$ cat config.mk
export PLATFORM = sky130hd
export DESIGN_NAME = sleep_req_ctrl
export DESIGN_NICKNAME = d
export VERILOG_FILES = /design/src/rtl/slp_pkg.sv /design/src/rtl/slp_rsp.sv /design/src/rtl/slp_decode.sv /design/src/rtl/slp_pick.sv /design/src/rtl/slp_seq.sv /design/src/rtl/sleep_req_ctrl.sv
export SDC_FILE = /design/constraint.sdc
export NUM_CORES = 1
export LEC_CHECK = 0
export BUFFER_PORTS_ARGS = -buffer_cell sky130_fd_sc_hd__buf_2
export CAP_MARGIN = 20
export CORE_AREA = 2 2 45 68
export CTS_CLUSTER_SIZE = 20
export DETAILED_ROUTE_END_ITERATION = 10
export DIE_AREA = 0 0 47 70
export PLACE_DENSITY = 0.84
export SYNTH_ARGS = -nofsm -noshare
export SYNTH_HDL_FRONTEND = slang
export SYNTH_SLANG_ARGS = --single-unit
export TNS_END_PERCENT = 50
$ cat constraint.sdc
create_clock -name clk -period 2.65 [get_ports clk]
set_clock_uncertainty 0.1 [all_clocks]
set_input_delay 0.1325 -clock clk [delete_from_list [all_inputs] [get_ports clk]]
set_output_delay 0.1325 -clock clk [all_outputs]
set_load 0.03 [all_outputs]
$ cat src/rtl/slp_pkg.sv
package slp_pkg;
  typedef enum logic [1:0] {
    LV_RUN = 2'd0,
    LV_C2  = 2'd1,
    LV_C3  = 2'd2,
    LV_C4  = 2'd3
  } lvl_e;

  // byte offset of the first trigger register above the base
  localparam int unsigned TRIG_OFS = 32'h14;
  localparam int unsigned N_TRIG   = 3;

  // trigger lane k requests this level (before any remap)
  function automatic lvl_e lane_level(input int unsigned k);
    case (k)
      0:       return LV_C2;
      1:       return LV_C3;
      default: return LV_C4;
    endcase
  endfunction
endpackage

$ cat src/rtl/slp_rsp.sv
module slp_rsp #(
  parameter int DATA_W = 32
) (
  input  logic              clk,
  input  logic              rst_n,
  input  logic              req_valid,
  output logic              req_ready,
  output logic              accept,
  output logic              rsp_valid,
  input  logic              rsp_ready,
  output logic [DATA_W-1:0] rsp_rdata
);
  logic rv_q;

  assign req_ready = !rv_q || rsp_ready;
  assign accept    = req_valid && req_ready;
  assign rsp_valid = rv_q;
  assign rsp_rdata = '0;

  always_ff @(posedge clk or negedge rst_n) begin
    if (!rst_n)         rv_q <= 1'b0;
    else if (accept)    rv_q <= 1'b1;
    else if (rsp_ready) rv_q <= 1'b0;
  end
endmodule

$ cat src/rtl/slp_decode.sv
module slp_decode import slp_pkg::*; #(
  parameter int ADDR_W = 16,
  parameter int BE_W   = 4
) (
  input  logic              accept,
  input  logic              we,
  input  logic [ADDR_W-1:0] addr,
  input  logic [BE_W-1:0]   be,
  input  logic [ADDR_W-1:0] base,
  output logic [N_TRIG-1:0] hit
);
  localparam int LSB_W = $clog2(BE_W);
  localparam int HI_W  = ADDR_W - LSB_W;

  logic [HI_W-1:0] trig_hi;
  logic            dw_match;
  logic            rd_acc;
  logic            unused_lo;

  assign trig_hi   = base[ADDR_W-1:LSB_W] + HI_W'(TRIG_OFS / BE_W);
  assign dw_match  = (addr[ADDR_W-1:LSB_W] == trig_hi);
  assign rd_acc    = accept && !we;
  assign unused_lo = ^{addr[LSB_W-1:0], base[LSB_W-1:0], be};

  for (genvar k = 0; k < N_TRIG; k++) begin : g_lane
    localparam int LANE = (TRIG_OFS + k) % BE_W;
    assign hit[k] = rd_acc && dw_match && be[LANE];
  end
endmodule

$ cat src/rtl/slp_pick.sv
module slp_pick import slp_pkg::*; (
  input  logic [N_TRIG-1:0] hit,
  input  logic              c4_on_c3,
  output logic              trig,
  output lvl_e              trig_lvl
);
  always_comb begin
    trig     = |hit;
    trig_lvl = LV_C4;
    for (int k = N_TRIG - 1; k >= 0; k--) begin
      if (hit[k]) trig_lvl = lane_level(k);
    end
    if (trig_lvl == LV_C3 && c4_on_c3) trig_lvl = LV_C4;
  end
endmodule

$ cat src/rtl/slp_seq.sv
module slp_seq import slp_pkg::*; (
  input  logic       clk,
  input  logic       rst_n,
  input  logic       trig,
  input  lvl_e       trig_lvl,
  input  logic       brk,
  input  logic       thr_en,
  input  logic       thr_force,
  output logic [1:0] level,
  output logic       stpclk_n,
  output logic       throttle_out
);
  lvl_e lvl_q, lvl_d;
  logic stop_n_q;

  always_comb begin
    lvl_d = lvl_q;
    if (brk)                        lvl_d = LV_RUN;
    else if (lvl_q == LV_RUN && trig) lvl_d = trig_lvl;
  end

  always_ff @(posedge clk or negedge rst_n) begin
    if (!rst_n) begin
      lvl_q    <= LV_RUN;
      stop_n_q <= 1'b1;
    end else begin
      lvl_q    <= lvl_d;
      stop_n_q <= (lvl_d == LV_RUN);
    end
  end

  assign level        = lvl_q;
  assign stpclk_n     = stop_n_q;
  assign throttle_out = (thr_en || thr_force) && (lvl_q != LV_C2);
endmodule

$ cat src/rtl/sleep_req_ctrl.sv
module sleep_req_ctrl import slp_pkg::*; #(
  parameter int ADDR_W = 16,
  parameter int BE_W   = 4,
  parameter int DATA_W = 8 * BE_W
) (
  input  logic              clk,
  input  logic              rst_n,
  input  logic [ADDR_W-1:0] base_addr,
  input  logic              c4_on_c3,
  input  logic              req_valid,
  output logic              req_ready,
  input  logic              req_we,
  input  logic [ADDR_W-1:0] req_addr,
  input  logic [BE_W-1:0]   req_be,
  input  logic [DATA_W-1:0] req_wdata,
  output logic              rsp_valid,
  input  logic              rsp_ready,
  output logic [DATA_W-1:0] rsp_rdata,
  input  logic              brk_evt,
  input  logic              thr_en,
  input  logic              thr_force,
  output logic              throttle_out,
  output logic              stpclk_n,
  output logic [1:0]        cur_level
);
  logic              accept;
  logic [N_TRIG-1:0] hit;
  logic              trig;
  lvl_e              trig_lvl;
  logic              unused_wdata;

  assign unused_wdata = ^req_wdata;

  slp_rsp #(.DATA_W(DATA_W)) u_rsp (
    .clk(clk), .rst_n(rst_n), .req_valid(req_valid), .req_ready(req_ready),
    .accept(accept), .rsp_valid(rsp_valid), .rsp_ready(rsp_ready),
    .rsp_rdata(rsp_rdata)
  );

  slp_decode #(.ADDR_W(ADDR_W), .BE_W(BE_W)) u_dec (
    .accept(accept), .we(req_we), .addr(req_addr), .be(req_be),
    .base(base_addr), .hit(hit)
  );

  slp_pick u_pick (
    .hit(hit), .c4_on_c3(c4_on_c3), .trig(trig), .trig_lvl(trig_lvl)
  );

  slp_seq u_seq (
    .clk(clk), .rst_n(rst_n), .trig(trig), .trig_lvl(trig_lvl),
    .brk(brk_evt), .thr_en(thr_en), .thr_force(thr_force),
    .level(cur_level), .stpclk_n(stpclk_n), .throttle_out(throttle_out)
  );
endmodule

==> qor.txt, run 1 <==
status = finished, final reports clean
total power density per cell area = 343 nW/um^2
vias = 860
CTS tree = done
post-cts hold buffer count = 1
Synth Instances = 110
Arrival @ worst endpoint = 1800 ps
Yosys top cell by area = buf_4
postcts setup bufs = 0
YS warnings = 0
Synth top cells by count = 32 x buf_4, 13 x xnor2_1, 8 x nor2_1
met3 WL = 215 um
Slew Viols, Final = 0
#FFs+latches synth = 4
DRT Pass-1 Iters = 4
TritonCTS sink count = 4
I/O pin cnt = 115
Initial Util = 0.328
grt ovf = 0
Core Box Area = 2760 um^2
top_reg_cell synth = dfrtp_1
reg-to-reg slack, setup = 1110 ps
Cell variety after synth = 37
# Max-Cap Violations = 0
fraction of layout cells with a size suffix above 1 = 0.365
Crit Reg-Reg Endpoint = u_seq.stpclk_n$_DFF_PN1_
RR Startpoint = u_seq.level[0]$_DFF_PN0_
CTS root buf = clkbuf_8
Clock Path Buffers = 2
number of port buffers = 45
RD Place Congestion = 0.696
Syn Std Cell Area = 906 um^2
CP Launch Point = base_addr[2]
RSZ-0062 raised after global routing = false
# nets final = 238
CP Max Fanout = 4
first-pass GRT wire length = 2.69 mm
DP HPWL = 1.65 mm
WL/cell = 9.12 um
Static Leak = 0.539 nW
Tmin final = 1760 ps
Min-Delay Path Class = in -> reg
Final Hold Fails = 0
pin count of the biggest net entering global routing = 8
Setup violations, final = 0
area delta synth->final = 22.7%
DRC = 0
Async S/R FF share, synth = 1.00
Max VDD drop = 0.142 mV
Synth top area share = 0.265
vias per cell = 4.34
standard-cell rows = 24
antenna violation net count after detailed routing = 0
WS Path Type = in -> reg
top layer reached by signal wires = met4
Skew-Pair Late Insertion Delay = 220 ps
die height = 70 um
number of synthesized flops with an enable pin = 0
Fill cells = 304
die width = 47 um
WP data required = 2690 ps
Die ar. = 3290 um^2
Num CTS Buffers = 3
vias in the first global route = 678
Global Route Usage Sum = 0.108
# resized after CTS = 0
final period utilization = 0.663
synthesized area per cell = 8.24 um^2
initial antenna violation count = 0
DRT iter0 DRCs = 13
Worst setup endpoint = u_seq.stpclk_n$_DFF_PN1_
fmax = 0.569 GHz
ANT cells = 0
crit start category = input port
most frequent cell after synthesis = buf_4
worst r2r path cells = 6
Fin Setup TNS = 0 ps
DRT met1 WL = 562 um
synth top area cells = buf_4 27%, xnor2_1 13%, dfrtp_1 8.3%
CTS clk-pin slew, worst paths = 30 ps
metal2 WL = 1.01 mm
PnR Total Power = 0.381 mW
overall routed net length = 1.81 mm
crit end category = flop
sequential area share after synthesis = 0.112
# H-tree levels = 1
-- worst max-delay path, stage by stage --
cell,delay [ps]
buf_2,110
ha_1,220
o211a_1,240
nand3_4,110
or4b_1,470
a31oi_1,190
o2111ai_2,180
o21a_1,150
-- report_power, final --
part | leakage, nW | switching [mW] | total, mW | internal (mW)
clock | 0.0228 | 0.0323 | 0.135 | 0.103
combinational | 0.467 | 0.121 | 0.183 | 0.0616
sequential | 0.0492 | 0.000408 | 0.0630 | 0.0626
total | 0.539 | 0.154 | 0.381 | 0.227
-- cell families (layout without fill, tap and decap cells) --
family          Yosys count  count (layout)  synth area share
simple gates             33              33             0.242
flops                     4               4             0.112
compound gates           15              15             0.137
mux                       3               3            0.0345
fa+ha+maj                 1               1            0.0138
xor+xnor                 19              19             0.184
other cells               1              32           0.00414
buf+inv                  34              52             0.273
-- layout by cell type (no fill, tap or decap), types with 2 or more instances in the layout --
cell	n
nand4_1	2
xor2_1	6
buf_2	45
nor3b_1	2
nor3_1	2
dfrtp_1	3
o22ai_2	2
nand2b_1	2
nor2_1	8
nand3_1	3
conb_1	32
nand2_1	5
inv_1	2
a21oi_1	4
clkbuf_8	3
mux2i_1	2
xnor2_1	13
-- state kept, by name (all words and copies together), names as in the netlist --
register,flops
u_seq.level,2
u_seq.stpclk_n,1
u_rsp.rsp_valid,1
-- metrics by stage --
stage | setup slack (ps) | cells | area [um^2] | hold WS (ps) | utilization
2_1_floorplan | 941 | 141 | 1020 | -263 | -
3_3_place_gp | 681 | 193 | 1060 | -161 | 0.382
3_5_place_dp | 660 | 193 | 1060 | -160 | 0.382
4_1_cts | 877 | 198 | 1110 | 28.4 | 0.402
5_1_grt | 780 | 198 | 1110 | 36.8 | 0.402
6_report | 893 | 198 | 1110 | 28.7 | 0.402
-- per-layer routing --
layer / vias to the layer above / global-route usage
li1: 417 / -
met1: 382 / 0.0975
met2: 58 / 0.210
met3: 3 / 0.0181
met4: 0 / 0.0463
met5: - / 0
-- how the worst min path moves through the flow --
stage,startpoint,to,slack (ps),cells past startpoint
floorplan,rst_n,u_rsp.rsp_valid$_DFFE_PN0P_,-260,0
global placement,rst_n,u_seq.level[0]$_DFF_PN0_,-160,1
detailed placement,rst_n,u_seq.level[1]$_DFF_PN0_,-160,1
CTS,req_be[0],u_seq.level[1]$_DFF_PN0_,30,2
global route,req_be[0],u_seq.level[1]$_DFF_PN0_,40,2
finish,req_valid,u_rsp.rsp_valid$_DFFE_PN0P_,30,2
-- final cells by class --
type,instances,area [um^2],share of cell area
Clock buffer,4,45.0,0.0405
Inverter,2,7.51,0.00676
Multi-Input combinational cell,103,673,0.606
Sequential cell,4,101,0.0912
Tap cell,39,48.8,0.0439
Timing Repair Buffer,46,235,0.212
Power figures use the tool's default switching activity.
==> inputs of run 2 (changes only) <==
CORE_AREA = 2 2 49 74   (was 2 2 45 68)
DIE_AREA = 0 0 51 76   (was 0 0 47 70)
PLACE_DENSITY = 0.75   (was 0.84)
clock period = 1.5 ns   (was 2.65 ns; I/O delays follow)
==> qor.txt, run 2 (synthesized netlist as in run 1, its figures left out) <==
WP data required = 1490 ps (-1200 ps)
worst r2r path cells = 6 (unchanged)
standard-cell rows = 26 (+8.3%)
CP max stage delay = 290 ps (-180 ps)
vias = 931 (+8.3%)
total power density per cell area = 560 nW/um^2 (+63%)
die width = 51 um (+8.5%)
DP HPWL = 1.88 mm (+14%)
Worst setup endpoint = u_seq.level[1]$_DFF_PN0_
CTS root buf = clkbuf_8
CTS tree = done
# Max-Cap Violations = 0 (unchanged)
RD Place Congestion = 0.823 (+18%)
number of port buffers = 45 (unchanged)
Crit Reg-Reg Endpoint = u_seq.stpclk_n$_DFF_PN1_
PnR Total Power = 0.732 mW (+92%)
grt ovf = 0 (unchanged)
Die ar. = 3880 um^2 (+18%)
vias in the first global route = 876 (+29%)
Tmin final = 1500 ps
fmax = 0.667 GHz
I/O pin cnt = 115 (unchanged)
status = finished, final reports clean
CP Max Fanout = 3 (-1)
commonest non-fill, non-tap cells in the layout = 43 x buf_2, 32 x conb_1, 16 x buf_4
Global Route Usage Sum = 0.117 (+0.00876)
commonest non-fill, non-tap cell in the layout = buf_2
Max VDD drop = 0.383 mV (+170%)
initial antenna violation count = 0 (unchanged)
WS Path Type = in -> reg
Largest register FFs = 2 (unchanged)
cell mode on critical path = buf_4
Initial Util = 0.276 (-0.0522)
WL/cell = 10.2 um (+12%)
crit start category = input port
fraction of layout cells with a size suffix above 1 = 0.458 (+0.0928)
pin count of the biggest net entering global routing = 8 (unchanged)
TritonCTS sink count = 4 (unchanged)
vias per cell = 4.25 (-2.1%)
Final Hold Fails = 0 (unchanged)
CP Launch Point = base_addr[2]
Min-Delay Path Class = in -> reg
die height = 76 um (+8.6%)
reg-to-reg slack, setup = 40 ps (-1070 ps)
area delta synth->final = 44.3%
RR Startpoint = u_seq.level[1]$_DFF_PN0_
# nets final = 256 (+7.6%)
Skew-Pair Late Insertion Delay = 220 ps (about the same)
DRC = 0 (unchanged)
first-pass GRT wire length = 3.58 mm (+33%)
overall routed net length = 2.23 mm (+24%)
Slew Viols, Final = 0 (unchanged)
DRT Pass-1 Iters = 4 (unchanged)
antenna violation net count after detailed routing = 0 (unchanged)
Core Box Area = 3290 um^2 (+19%)
# H-tree levels = 1 (unchanged)
Core Util, Final = 0.398 (-0.00423)
crit path max-delay cell type = o2111ai_2
ANT cells = 0 (unchanged)
crit end category = flop
final period utilization = 1.00
RSZ-0062 raised after global routing = true
Setup violations, final = 0 (unchanged)
Arrival @ worst endpoint = 1490 ps (-310 ps)
CTS clk-pin slew, worst paths = 30 ps (about the same)
Clock Path Buffers = 2 (unchanged)
Cell Chain, Critical Path = buf_4 -> ha_4 -> o211a_4 -> nand3_4 -> buf_4 -> mux2i_1 -> a31oi_1 -> o2111ai_2 -> o22ai_2
DRT iter0 DRCs = 6 (-7)
Static Leak = 0.627 nW (+16%)
Num CTS Buffers = 3 (unchanged)
==> run 2: cell count changes in the layout (fill, tap and decap cells not counted), sizes merged <==
cell,before,now
buf,45,61
dlygate4sd3,1,3
==> run 2: what timing repair did <==
action | in CTS | in global routing
buffers inserted | 0 | 1
endpoints found under the hold margin | 6 | 0
hold buffers | 3 | 0
setup endpoints to repair | 3 | 3
gates resized for setup | 8 | 2
pin swaps | 7 | 2
==> run 2: how the worst min path moves through the flow <==
| stage | from | to | slack [ps] | cells past startpoint |
|---|---|---|---|---|
| 3_5_place_dp | rst_n | u_seq.level[1]$_DFF_PN0_ | -220 | 1 |
| 2_1_floorplan | rst_n | u_rsp.rsp_valid$_DFFE_PN0P_ | -320 | 0 |
| 4_1_cts | brk_evt | u_seq.level[0]$_DFF_PN0_ | 7 | 2 |
| 6_report | brk_evt | u_seq.level[0]$_DFF_PN0_ | 7 | 2 |
| 5_1_grt | brk_evt | u_seq.level[0]$_DFF_PN0_ | 20 | 2 |
| 3_3_place_gp | rst_n | u_rsp.rsp_valid$_DFFE_PN0P_ | -220 | 1 |
==> run 2: where the power goes <==
group / internal, mW / switching [mW]
clock: 0.182 / 0.0631
combinational: 0.142 / 0.233
sequential: 0.111 / 0.00124
==> run 2: metrics by stage <==
step	setup slack, ps	area [um^2]	hold slack, ps	instances	TNS (ps)
final	0.260	1310	7.07	219	0
after global routing	-78.0	1310	22.8	219	-204
after CTS	0.306	1290	6.64	218	0
after detailed placement	-353	1190	-220	211	-1040
after global placement	-288	1190	-217	211	-832
after floorplan	-150	1040	-321	141	-420
==> run 2: critical path, delay by kind of cell <==
kind / cells / cell delay, ps
multiplexers: 1 / 200
AND/OR/NAND/NOR: 1 / 60
buffers and inverters: 2 / 240
AO/OA/AOI/OAI: 4 / 770
adder cells (fa/ha/maj): 1 / 150
==> run 2: per-layer routing <==
metal / share of wire / GRT usage
met5: 0 / 0
met4: 0.012 / 0.0324
met3: 0.12 / 0.0275
met1: 0.33 / 0.113
met2: 0.54 / 0.231
==> run 2: area by class of cell <==
cell class / count / area, um^2
clock buffer: 4 / 45.0
timing repair buffer: 64 / 388
tap: 42 / 52.6
sequential: 4 / 101
inverter: 2 / 7.51
fill: 377 / 1980
multi-input combinational: 103 / 713
